<file path="config.mk">
export PLATFORM = sky130hd
export DESIGN_NAME = phase_peak_limiter
export DESIGN_NICKNAME = d
export VERILOG_FILES = /design/src/rtl/plim_pkg.sv /design/src/rtl/plim_cmp.sv /design/src/rtl/plim_run.sv /design/src/rtl/phase_peak_limiter.sv
export SDC_FILE = /design/constraint.sdc
export NUM_CORES = 1
export LEC_CHECK = 0
export ABC_AREA = 0
export BUFFER_PORTS_ARGS = -buffer_cell sky130_fd_sc_hd__buf_2
export CAP_MARGIN = 20
export CORE_MARGIN = 4
export CORE_UTILIZATION = 47
export CTS_BUF_LIST = sky130_fd_sc_hd__clkbuf_4
export CTS_CLUSTER_SIZE = 40
export DETAILED_ROUTE_END_ITERATION = 16
export GPL_TIMING_DRIVEN = 0
export PLACE_DENSITY = 0.88
export SLEW_MARGIN = 25
export SYNTH_ARGS = -nofsm -noshare
export SYNTH_HDL_FRONTEND = slang
export SYNTH_SLANG_ARGS = --single-unit
</file>
<file path="constraint.sdc">
create_clock -name clk_i -period 2.2 [get_ports clk_i]
set_input_delay 0.44 -clock clk_i [delete_from_list [all_inputs] [get_ports clk_i]]
set_output_delay 0.44 -clock clk_i [all_outputs]
set_load 0.02 [all_outputs]
</file>
<file path="src/rtl/plim_pkg.sv">
package plim_pkg;
  typedef struct packed {
    logic pos;
    logic neg;
  } lim_ev_t;
endpackage

</file>
<file path="src/rtl/plim_cmp.sv">
module plim_cmp
  import plim_pkg::*;
#(
  parameter int unsigned CUR_W = 12
) (
  input  logic signed [CUR_W-1:0] cur_i,
  input  logic signed [CUR_W-1:0] pos_lim_i,
  input  logic signed [CUR_W-1:0] neg_lim_i,
  output lim_ev_t                 ev_o
);
  always_comb begin
    ev_o.pos = cur_i > pos_lim_i;
    ev_o.neg = cur_i < neg_lim_i;
  end
endmodule

</file>
<file path="src/rtl/plim_run.sv">
module plim_run #(
  parameter int unsigned CNT_W = 4
) (
  input  logic             clk_i,
  input  logic             rst_ni,
  input  logic             tick_i,
  input  logic             hit_i,
  input  logic [CNT_W-1:0] len_i,
  input  logic             clr_i,
  output logic             fault_o
);
  localparam logic [CNT_W-1:0] CntMax = {CNT_W{1'b1}};

  logic             seen_q;
  logic [CNT_W-1:0] cnt_q;
  logic             ev;
  logic [CNT_W-1:0] cnt_nx;
  logic             set_fault;

  assign ev        = seen_q | hit_i;
  assign cnt_nx    = (cnt_q == CntMax) ? cnt_q : cnt_q + CNT_W'(1);
  assign set_fault = tick_i && ev && (len_i != '0) && (cnt_nx >= len_i);

  // sticky excursion flag for the open period
  always_ff @(posedge clk_i or negedge rst_ni) begin
    if (!rst_ni)     seen_q <= 1'b0;
    else if (tick_i) seen_q <= 1'b0;
    else if (hit_i)  seen_q <= 1'b1;
  end

  always_ff @(posedge clk_i or negedge rst_ni) begin
    if (!rst_ni)     cnt_q <= '0;
    else if (tick_i) cnt_q <= ev ? cnt_nx : '0;
  end

  // set beats clear
  always_ff @(posedge clk_i or negedge rst_ni) begin
    if (!rst_ni)        fault_o <= 1'b0;
    else if (set_fault) fault_o <= 1'b1;
    else if (clr_i)     fault_o <= 1'b0;
  end
endmodule

</file>
<file path="src/rtl/phase_peak_limiter.sv">
module phase_peak_limiter
  import plim_pkg::*;
#(
  parameter int unsigned CUR_W = 12,
  parameter int unsigned CNT_W = 4
) (
  input  logic                    clk_i,
  input  logic                    rst_ni,
  input  logic                    pwm_i,
  input  logic signed [CUR_W-1:0] cur_i,
  input  logic signed [CUR_W-1:0] pos_lim_i,
  input  logic signed [CUR_W-1:0] neg_lim_i,
  input  logic                    period_tick_i,
  input  logic [CNT_W-1:0]        pos_len_i,
  input  logic [CNT_W-1:0]        neg_len_i,
  input  logic                    fault_clr_i,
  output logic                    pwm_o,
  output logic                    pos_fault_o,
  output logic                    neg_fault_o
);
  localparam int unsigned NPol = 2;

  lim_ev_t          ev;
  logic [NPol-1:0]  hit;
  logic [CNT_W-1:0] len [NPol];
  logic [NPol-1:0]  fault;

  plim_cmp #(.CUR_W(CUR_W)) cmp_i (
    .cur_i    (cur_i),
    .pos_lim_i(pos_lim_i),
    .neg_lim_i(neg_lim_i),
    .ev_o     (ev)
  );

  assign hit    = {ev.neg, ev.pos};
  assign len[0] = pos_len_i;
  assign len[1] = neg_len_i;

  for (genvar p = 0; p < NPol; p++) begin : g_pol
    plim_run #(.CNT_W(CNT_W)) run_i (
      .clk_i  (clk_i),
      .rst_ni (rst_ni),
      .tick_i (period_tick_i),
      .hit_i  (hit[p]),
      .len_i  (len[p]),
      .clr_i  (fault_clr_i),
      .fault_o(fault[p])
    );
  end

  assign pwm_o       = pwm_i ^ (|hit);
  assign pos_fault_o = fault[0];
  assign neg_fault_o = fault[1];
endmodule

</file>
After elaboration in Yosys (flattened, before gate mapping)
Cells that the tools add are included.
{"block": "classes", "addsub": 2, "magnitude_cmp": 4, "n_eq_ne": 2, "n_mux": 11, "n_bitwise": 3, "n_reduce_logical": 13}
{"op": "$mux W4", "n": 4}
{"op": "$gt A12 B12 Y1", "n": 1}
{"op": "$lt A12 B12 Y1", "n": 1}
{"op": "$add A4 B1 Y4 const B", "n": 2}
{"op": "$eq A4 B4 Y1 const B", "n": 2}
{"op": "$ge A4 B4 Y1", "n": 2}
{"op": "$reduce_bool A2 Y1", "n": 4}
{"op": "$reduce_bool A4 Y1", "n": 2}
{"op": "$mux W1", "n": 7}
{"op": "$logic_and A1 B1 Y1", "n": 6}
{"op": "$or A1 B1 Y1", "n": 2}
{"op": "$reduce_or A2 Y1", "n": 1}
{"op": "$xor A1 B1 Y1", "n": 1}
{"block": "totals", "register_bits": 12, "input_bits": 49, "out_inout_bits": 3, "wordCells": 41}

Depth between registers and ports, before layout
Gate-level depths: netlist of run 1.
{"block": "logic_depth", "depth_word": 6, "depth_mapped": 9, "ltp_nobuf": 9}

Hierarchy
Synthesis of run 1 repeated with hierarchy kept, for this count alone.
{"block": "hier_totals", "cells_unflattened": 178, "hier_area_um2": 1524.0}
{"module": "plim_run", "n_inst": 2, "cells_each": 49, "area_per_inst_um2": 456.7, "seq_area_each_um2": 150.1}
{"module": "plim_cmp", "n_inst": 1, "cells_each": 78, "area_per_inst_um2": 595.6, "seq_area_each_um2": 0.0}
{"module": "phase_peak_limiter", "n_inst": 1, "cells_each": 2, "area_per_inst_um2": 15.0, "seq_area_each_um2": 0.0}

Worst setup path before layout of run 1
OpenSTA, ideal clock, no wires.
{"block": "synth_path", "path_type": "input -> output", "start": "input port neg_lim_i[11]", "end": "output port pwm_o", "arrival_time_ns": 1.950, "t_required_ns": 1.760, "slack_ns": -0.190, "path_stages": 8, "n_path_buf": 0, "path_cell_list": "inv_1 ha_1 and4_4 nor4b_4 o31a_2 nor2_1 nor4_2 xnor2_1"}
{"block": "synth_between", "elab_chain_len": 3}
{"element": "start: declaration", "line": "phase_peak_limiter.sv:12", "rtl": "input logic signed [CUR_W-1:0] neg_lim_i,"}
{"element": "$lt A12 B12 Y1", "line": "plim_cmp.sv:13", "rtl": "ev_o.neg = cur_i < neg_lim_i;"}
{"element": "$reduce_or A2 Y1", "line": "phase_peak_limiter.sv:51", "rtl": "assign pwm_o = pwm_i ^ (|hit);"}
{"element": "$xor A1 B1 Y1", "line": "phase_peak_limiter.sv:51"}
{"element": "end: declaration", "line": "phase_peak_limiter.sv:17", "rtl": "output logic pwm_o,"}
Every way passes these cells.

Worst setup path after layout of run 1
{"block": "layout_path", "start": "input port cur_i[5]", "end": "output port pwm_o"}
{"block": "layout_between", "elab_chain_len": 3, "elab_cells_between_ends": 4, "classes_between": "order compare (2); bitwise (1); reduce/logical (1)"}
{"element": "start: declaration", "line": "phase_peak_limiter.sv:10", "rtl": "input logic signed [CUR_W-1:0] cur_i,"}
{"element": "$gt A12 B12 Y1 or $lt A12 B12 Y1 (tied branches)", "line": "plim_cmp.sv:12, plim_cmp.sv:13"}
{"element": "$reduce_or A2 Y1 *", "line": "phase_peak_limiter.sv:51"}
{"element": "$xor A1 B1 Y1 *", "line": "phase_peak_limiter.sv:51"}
Mark *: on every way between the ends. The rest lies on a longest branch, timed or not.

==> results of run 1 <==
-- cell usage after synthesis, types with 2 or more instances --
library cell                instances  share of area [%]
sky130_fd_sc_hd__a21o_1             5                2.6
sky130_fd_sc_hd__a21oi_1           12                4.2
sky130_fd_sc_hd__a31oi_1            2               0.87
sky130_fd_sc_hd__and3_1             2               0.87
sky130_fd_sc_hd__dfrtp_1           12                 21
sky130_fd_sc_hd__ha_1              33                 29
sky130_fd_sc_hd__inv_1             37                9.6
sky130_fd_sc_hd__nand2_1            9                2.3
sky130_fd_sc_hd__nand2b_1           2               0.87
sky130_fd_sc_hd__nand3_1            5                1.7
sky130_fd_sc_hd__nand4_1            2               0.87
sky130_fd_sc_hd__nor2_1            13                3.4
sky130_fd_sc_hd__nor3_1             3                1.0
sky130_fd_sc_hd__o21ai_0            6                2.1
sky130_fd_sc_hd__o22ai_1            2               0.87
sky130_fd_sc_hd__o2bb2ai_1          3                1.8
sky130_fd_sc_hd__o31ai_1            2                1.0
sky130_fd_sc_hd__o32ai_1            4                2.4
sky130_fd_sc_hd__xnor2_1            3                1.8
-- worst min-delay path by stage --
| stage | depth (start not counted) | start | to | slack [ps] |
|---|---|---|---|---|
| 2_1_floorplan | 0 | rst_ni | g_pol[0].run_i.cnt_q[0] | 140 |
| 3_3_place_gp | 1 | rst_ni | g_pol[1].run_i.fault_o | 320 |
| 3_5_place_dp | 1 | rst_ni | g_pol[1].run_i.fault_o | 330 |
| 4_1_cts | 1 | rst_ni | g_pol[1].run_i.fault_o | 30 |
| 5_1_grt | 1 | rst_ni | g_pol[1].run_i.cnt_q[2] | 50 |
| 6_report | 1 | rst_ni | g_pol[1].run_i.cnt_q[1] | 30 |
-- layer usage --
layer	vias up	part of all wire [%]	GRT usage, %
met5	-	0	0
met4	0	0	2.96
met3	0	5.4	2.13
met2	36	52	28.3
met1	678	43	21.7
li1	746	-	-
-- stage by stage --
| step | instances | TNS, ps | instance area, sq um | util (%) |
|---|---|---|---|---|
| 6_report | 266 | -293 | 2080 | 73.0 |
| 5_1_grt | 266 | -367 | 2080 | 73.0 |
| 4_1_cts | 264 | -327 | 1950 | 68.4 |
| 3_5_place_dp | 258 | -434 | 1850 | 64.8 |
| 3_3_place_gp | 258 | -393 | 1850 | 64.8 |
| 2_1_floorplan | 176 | -43.2 | 1550 | - |
-- worst max-delay path, delay by kind of cell --
family                   cells  cell delay (ps)
AO/OA/AOI/OAI                4              570
XOR/XNOR                     1              150
adder cells (fa/ha/maj)      1              300
buffers and inverters        2              260
AND/OR/NAND/NOR              1              330
-- report_power, final --
group | switching [mW] | internal [mW] | total (mW) | leakage (nW)
registers | 0.0507 | 0.266 | 0.317 | 0.157
logic | 0.275 | 0.273 | 0.548 | 0.897
clock network | 0.0699 | 0.0655 | 0.135 | 0.0154
-- cell usage in the layout, fill, tap and decap left out, drive strengths merged --
cell / count
o22ai: 2
nor4: 2
o21ai: 8
nor3: 4
o211ai: 1
nand2: 9
and3: 2
nand4: 2
nor4b: 1
and4: 1
buf: 55
o2bb2ai: 3
nand3: 5
a211oi: 1
o31a: 1
clkinv: 1
o41ai: 1
clkbuf: 4
o31ai: 2
nand2b: 2
nor2: 13
o311ai: 1
xnor2: 3
inv: 37
a211o: 1
mux2: 1
dfrtp: 12
ha: 33
a21o: 5
a31oi: 2
o32ai: 4
o21bai: 1
a21oi: 13
nor2b: 2
-- kinds of logic (layout without fill, tap and decap cells) --
logic type                 count (synthesis)  after routing  share of synthesized area, %
adders and majority gates                 33             33                          28.6
AOI/OAI and AO/OA                         46             46                          21.6
buffers and inverters                     38             97                          9.88
xor gates and xnor gates                   3              3                          1.82
DFF                                       12             12                          20.8
and+or+nand+nor                           43             43                          16.6
muxes                                      1              1                         0.780
-- final cells by class --
cell class,instances,share of cell area [%]
Buffer,1,0.180
Tap cell,31,1.86
Clock buffer,3,1.08
Timing Repair Buffer,55,16.4
Sequential cell,12,14.5
Clock inverter,1,0.180
Multi-Input combinational cell,126,58.0
Inverter,37,7.75
-- flip-flops by register name, indices dropped and copies added (netlist names) --
name / flops
g_pol.run_i.cnt_q: 8
g_pol.run_i.fault_o: 2
g_pol.run_i.seen_q: 2
-- timing repair --
item,in CTS,in global routing
setup buffers,2,2
gates cloned,0,0
pin swaps,7,10
endpoints found under the hold margin,0,0
endpoints found under the setup margin,1,3
resized for setup,16,23
==> impl_summary.md, run 1 <==
Outcome
The flow ran to the end, but the final reports show violations. The checks that failed: setup timing.

Timing
For this run, the top clock speed supported by timing is 401 MHz. The final-report max-slew violation count is 0. The hold violation total from the final report is 0. At the pin with the least slew margin, the transition time is 450 ps. Setup repair after global routing could not meet its margin everywhere. Across all hold checks on the routed design, the worst slack comes to 33.3 ps. Once routing completed, OpenROAD measured the worst setup slack at -293 ps. The routed design could run at a clock period as short as 2490 ps. The worst path uses 113% of the clock period. The number of failing setup endpoints in the final timing report is 1. The setup clock skew after layout is 3.97 ps. The headroom to the max-slew limit is 70.0%.

Cells and area
The layout-stage area growth over the synthesis result is 44.2%. Of the cells placed in the final design, the portion with a size suffix greater than 1 is 42.1%. Registers take 303 sq um. The count of filler cells inserted in the layout is 220. The repair_antennas step left the layout with diodes totalling 0. The net count of the finished layout is 318. The footprint of the multi-input gates is 1210 sq um.

Critical path
Setup slack on the worst reg-to-reg path comes out at 70 ps. The critical path startpoint category is an input port. The critical path goes through buf_2 -> ha_1 -> a21oi_1 -> o21ai_2 -> a21oi_2 -> a21oi_2 -> nor4_4 -> xnor2_2 -> buf_4. The element type at the critical path end is a primary output. The delay contributed by the slowest stage of the critical path is 330 ps. The most used cell along the critical path is sky130_fd_sc_hd__a21oi_2. STA puts the critical path data required time at 1760 ps. The destination of the critical timing path is pwm_o.

The category of the most critical setup path is in2out. At the worst endpoint, the arrival time is 2050 ps. The depth of the worst register-to-register path is 8. In this run the critical register-to-register path is captured at g_pol[0].run_i.fault_o. The critical path starts at cur_i[5]. The maximum net fanout on the critical path is 3.

The critical path's slowest cell is sky130_fd_sc_hd__nor4_4. In this run the critical register-to-register path is launched from g_pol[0].run_i.cnt_q[0].

Die
The die covers 4020 sq um. The floorplan step set the die width to 63.4 um. The count of standard-cell rows is 19.

Measured along the y axis, the die boundary spans 63.4 um. The area of the placeable core is 2850 sq um. The initial core utilization is 50.6%. 52 I/O pins were placed.

CTS
CTS built an H-tree with a depth of 1. Counting along the longest clock path gives a buffer depth of 2. TritonCTS built the clock tree. The clock slew seen by the registers of the worst setup and hold paths is 70 ps. The cell at the root of the clock tree is sky130_fd_sc_hd__clkbuf_4.

The number of clock buffers added by TritonCTS is 3. The later-pin clock latency in the skew report is 270 ps. The total clock sinks is 12.

The post-cts hold buffer count is 0.

Global routing
The total global routing track utilization is 16.3%. The via count of the first global-routing pass is 1351. The number of antenna violations at the first check in global routing was 0. The total grt overflow is 0. The first global-routing pass estimated 5560 um of wire. Entering global routing, the biggest net connects 13 pins.

Yosys
In the synthesized netlist, the number of instances is 176. The count of flip-flops with a built-in enable after synthesis is 0. When the netlist entered floorplanning its net count stood at 258. The average footprint of a synthesized cell is 8.20 sq um. Of the synthesized area, sequential elements account for 20.8%. Counting flops with an async set or reset pin after synthesis yields a share of 100%. The netlist uses 38 different library cells.

The cell area after technology mapping is 1440 sq um. The number of flip-flops and latches in the synthesized netlist is 12. The count of yosys warnings during synthesis is 0. The main flop type after synthesis is sky130_fd_sc_hd__dfrtp_1.

Power
The static leakage is 1.07 nW. The power per standard cell area is 480 nW/um^2. The total chip power is 1.00 mW. IR analysis of the VDD net gives a maximum drop of 0.000368 V.

Route
In the routed layout, each cell is associated on average with a via count of 5.49. In the final routed layout, each cell accounts on average for 13.9 um. The remaining antenna violation count is 0. For this run, design rule violations remaining after detail routing come to 0. The detailed router placed 1460 vias in this run.

The first TritonRoute pass finished after 4 iterations. The final layout contains routed wiring with a total length of 3690 um. The number of violations reported at the end of detailed-routing iteration 0 is 50.

Placed design
The global placer's final weighted congestion is 0.824. OpenSTA, run right after detailed placement, puts the worst setup slack at -433 ps. The count of buffers added on input and output ports is 51. The HPWL after detailed placement is 2810 um.

Hold path
The type of the worst min-delay path is in2async.

Job
The number of maximum-capacitance constraint violations is 0.
Note: power is estimated with default switching activity, not from simulation.
==> run 2: changes to the inputs <==
Settings changed: MAX_ROUTING_LAYER from default to met4.
==> run 2 against run 1 <==
Against the previous run: the flow still finishes with violations (setup timing); die area unchanged; maximum frequency about the same; clock skew about the same; sequential power about the same; sequential cell count unchanged; final cell count unchanged; via count about the same; register-to-register slack about the same; non-clock buffer count unchanged; highest routed layer unchanged.
==> impl_summary.md, run 2 (synthesis results as in run 1) <==
Outcome
The run finished, with violations left. The final reports fail on setup timing.

Route
The routed wire length was 3680 um (about the same). The average detailed-routed wire length per instance is 13.8 um (about the same). The DRC violations left is 0 (unchanged).

The remaining antenna violation count was 0 (unchanged). The via count of the routed design is 1459 (-0.068%). The number of violations reported at the end of detailed-routing iteration 0 is 50 (unchanged). The average via count per standard cell is 5.48 (about the same). The number of search-and-repair iterations in the first detailed-routing pass is 4 (unchanged).

Timing
The final-report max-slew violation count is 0 (unchanged). The final critical-path setup slack is -293 ps (-0.0260 ps). The headroom to the max-slew limit is 70.0% (about the same). The final worst hold slack came to 33.4 ps (+0.128 ps). Setup repair after global routing could not meet its margin everywhere. The number of failing setup endpoints in the final timing report is 1 (unchanged). The worst-margin pin slew is 451 ps (+0.688 ps). The setup clock skew after layout came to 3.76 ps (-0.218 ps). The final worst-path cycle share is 113% (about the same). The timing-limited maximum frequency is 401 MHz (about the same).

The shortest clock period the worst path allows after layout is 2490 ps (+0.0260 ps). The hold violation total from the final report came to 0 (unchanged).

Critical path
The required time at the endpoint of the critical path is 1760 ps (about the same). The worst setup path is captured at a primary output. The depth of the worst register-to-register path was 8 (unchanged).

The category of the most critical setup path is in2out. The worst setup path is launched from an input port. The maximum net fanout on the critical path is 3 (unchanged). The arrival time at the worst endpoint is 2050 ps (about the same).

Cells and area
The layout-stage area growth over the synthesis result came to 44.2% (unchanged). In the layout the commonest cells are sky130_fd_sc_hd__buf_2 (42), sky130_fd_sc_hd__inv_1 (32), sky130_fd_sc_hd__ha_1 (23). The fraction of layout cells with a size suffix above 1 is 42.1% (unchanged). The count of filler cells inserted in the layout is 220 (unchanged). The largest registers in the layout are g_pol.run_i.cnt_q: 8 flops, g_pol.run_i.fault_o: 2 flops, g_pol.run_i.seen_q: 2 flops. The post-route core utilization was 73.0% (unchanged). The register with the most flip-flops in the final layout is g_pol.run_i.cnt_q.

The library cell used most frequently in the layout, excluding fill and tap cells, is sky130_fd_sc_hd__buf_2. The flip-flop count of the largest register after layout is 8 (unchanged). The number of inserted diodes is 0 (unchanged). The net count of the finished layout was 318 (unchanged).

Power
The power per standard cell area came to 480 nW/um^2 (about the same). The static leakage came to 1.07 nW (unchanged). The total chip power was 1.00 mW (about the same).

The worst IR drop on VDD was 0.000368 V (about the same).

Global routing
The total grt overflow is 0 (unchanged). The via count of the first global-routing pass came to 1351 (unchanged). The met3 global-route usage is 2.13% (unchanged). The met1 track demand over resource in global routing is 21.7% (unchanged). met2 is the most crowded layer.

The total global routing track utilization is 16.8% (+0.45 points). The number of antenna violations at the first check in global routing is 0 (unchanged). The fraction of met2 tracks used by global routing was 28.3% (unchanged). The pin count of the biggest net entering global routing came to 13 (unchanged). The first-pass GRT wire length is 5560 um (unchanged).

CTS
The deepest level of the CTS H-tree came to 1 (unchanged). The TritonCTS clock tree is built. The later-pin clock latency in the skew report came to 270 ps (about the same). The clock slew seen by the registers of the worst setup and hold paths came to 70 ps (about the same).

The total clock sinks is 12 (unchanged). The number of buffers inserted during clock tree synthesis was 3 (unchanged). The number of buffers on the longest clock path is 2 (unchanged).

The post-cts hold buffer count was 0 (unchanged). Clock tree synthesis selected as its root buffer the cell sky130_fd_sc_hd__clkbuf_4.

Placed design
The pre-CTS setup slack is -433 ps (unchanged). The half-perimeter wire length after placement is 2810 um (unchanged). The global placer's final weighted congestion is 0.837 (+1.5%).

The number of port buffers is 51 (unchanged).

Die
The height of the chip is 63.4 um (unchanged). The initial core utilization is 50.6% (unchanged). The count of standard-cell rows is 19 (unchanged). The area of the placeable core is 2850 sq um (unchanged). The die outline width came to 63.4 um (unchanged). The number of top-level design ports is 52 (unchanged). The area enclosed by the die boundary is 4020 sq um (unchanged).

Hold path
The type of the worst min-delay path is in2async.

Job
The number of maximum-capacitance constraint violations was 0 (unchanged).
## run 2: path summary, 6_finish.rpt
kind / startpoint / end / slack, ps
setup / recovery: cur_i[5] / pwm_o / -290
hold / removal: rst_ni / g_pol[1].run_i.cnt_q[1] / 30
setup reg to reg: g_pol[0].run_i.cnt_q[0] / g_pol[0].run_i.fault_o / 70
hold reg to reg: g_pol[0].run_i.fault_o / g_pol[0].run_i.fault_o / 530
max in group asynchronous: rst_ni / g_pol[1].run_i.cnt_q[0] / 1930
min in group clk_i: fault_clr_i / g_pol[0].run_i.fault_o / 380
## run 2: what timing repair did
item                       CTS  global route
gates resized for setup     16            23
pin swaps                    7            10
setup endpoints to repair    1             3
setup buffers                2             2
## run 2: layer usage
metal | vias up | wire, um
met2 | 34 | 1910
met5 | - | 0
li1 | 746 | -
met4 | 0 | 0
met1 | 679 | 1580
met3 | 0 | 196
## run 2: layout make-up
| cell class | instances | area, sq um | area share, % |
|---|---|---|---|
| buffer | 1 | 3.75 | 0.180 |
| clock buffer | 3 | 22.5 | 1.08 |
| clock inverter | 1 | 3.75 | 0.180 |
| inverter | 37 | 161 | 7.75 |
| multi-input combinational | 126 | 1210 | 58.0 |
| sequential | 12 | 303 | 14.5 |
| tap | 31 | 38.8 | 1.86 |
| timing repair buffer | 55 | 342 | 16.4 |
## run 2: metrics by stage
step                      cells  instance area (sq um)  setup TNS, ps
after global placement      258                   1850           -393
after CTS                   264                   1950           -327
after detailed placement    258                   1850           -434
after global routing        266                   2080           -367
after floorplan             176                   1550          -43.2
final                       266                   2080           -293
## run 2: where the power goes
group / switching, mW / internal, mW / total, mW
registers: 0.0507 / 0.266 / 0.317
clock network: 0.0698 / 0.0655 / 0.135
logic: 0.275 / 0.273 / 0.548
## run 2: critical path, stage by stage
cell                      delay (ps)
sky130_fd_sc_hd__buf_2           110
sky130_fd_sc_hd__ha_1            300
sky130_fd_sc_hd__a21oi_1         210
sky130_fd_sc_hd__o21ai_2         110
sky130_fd_sc_hd__a21oi_2         150
sky130_fd_sc_hd__a21oi_2         100
sky130_fd_sc_hd__nor4_4          330
sky130_fd_sc_hd__xnor2_2         150
sky130_fd_sc_hd__buf_4           150
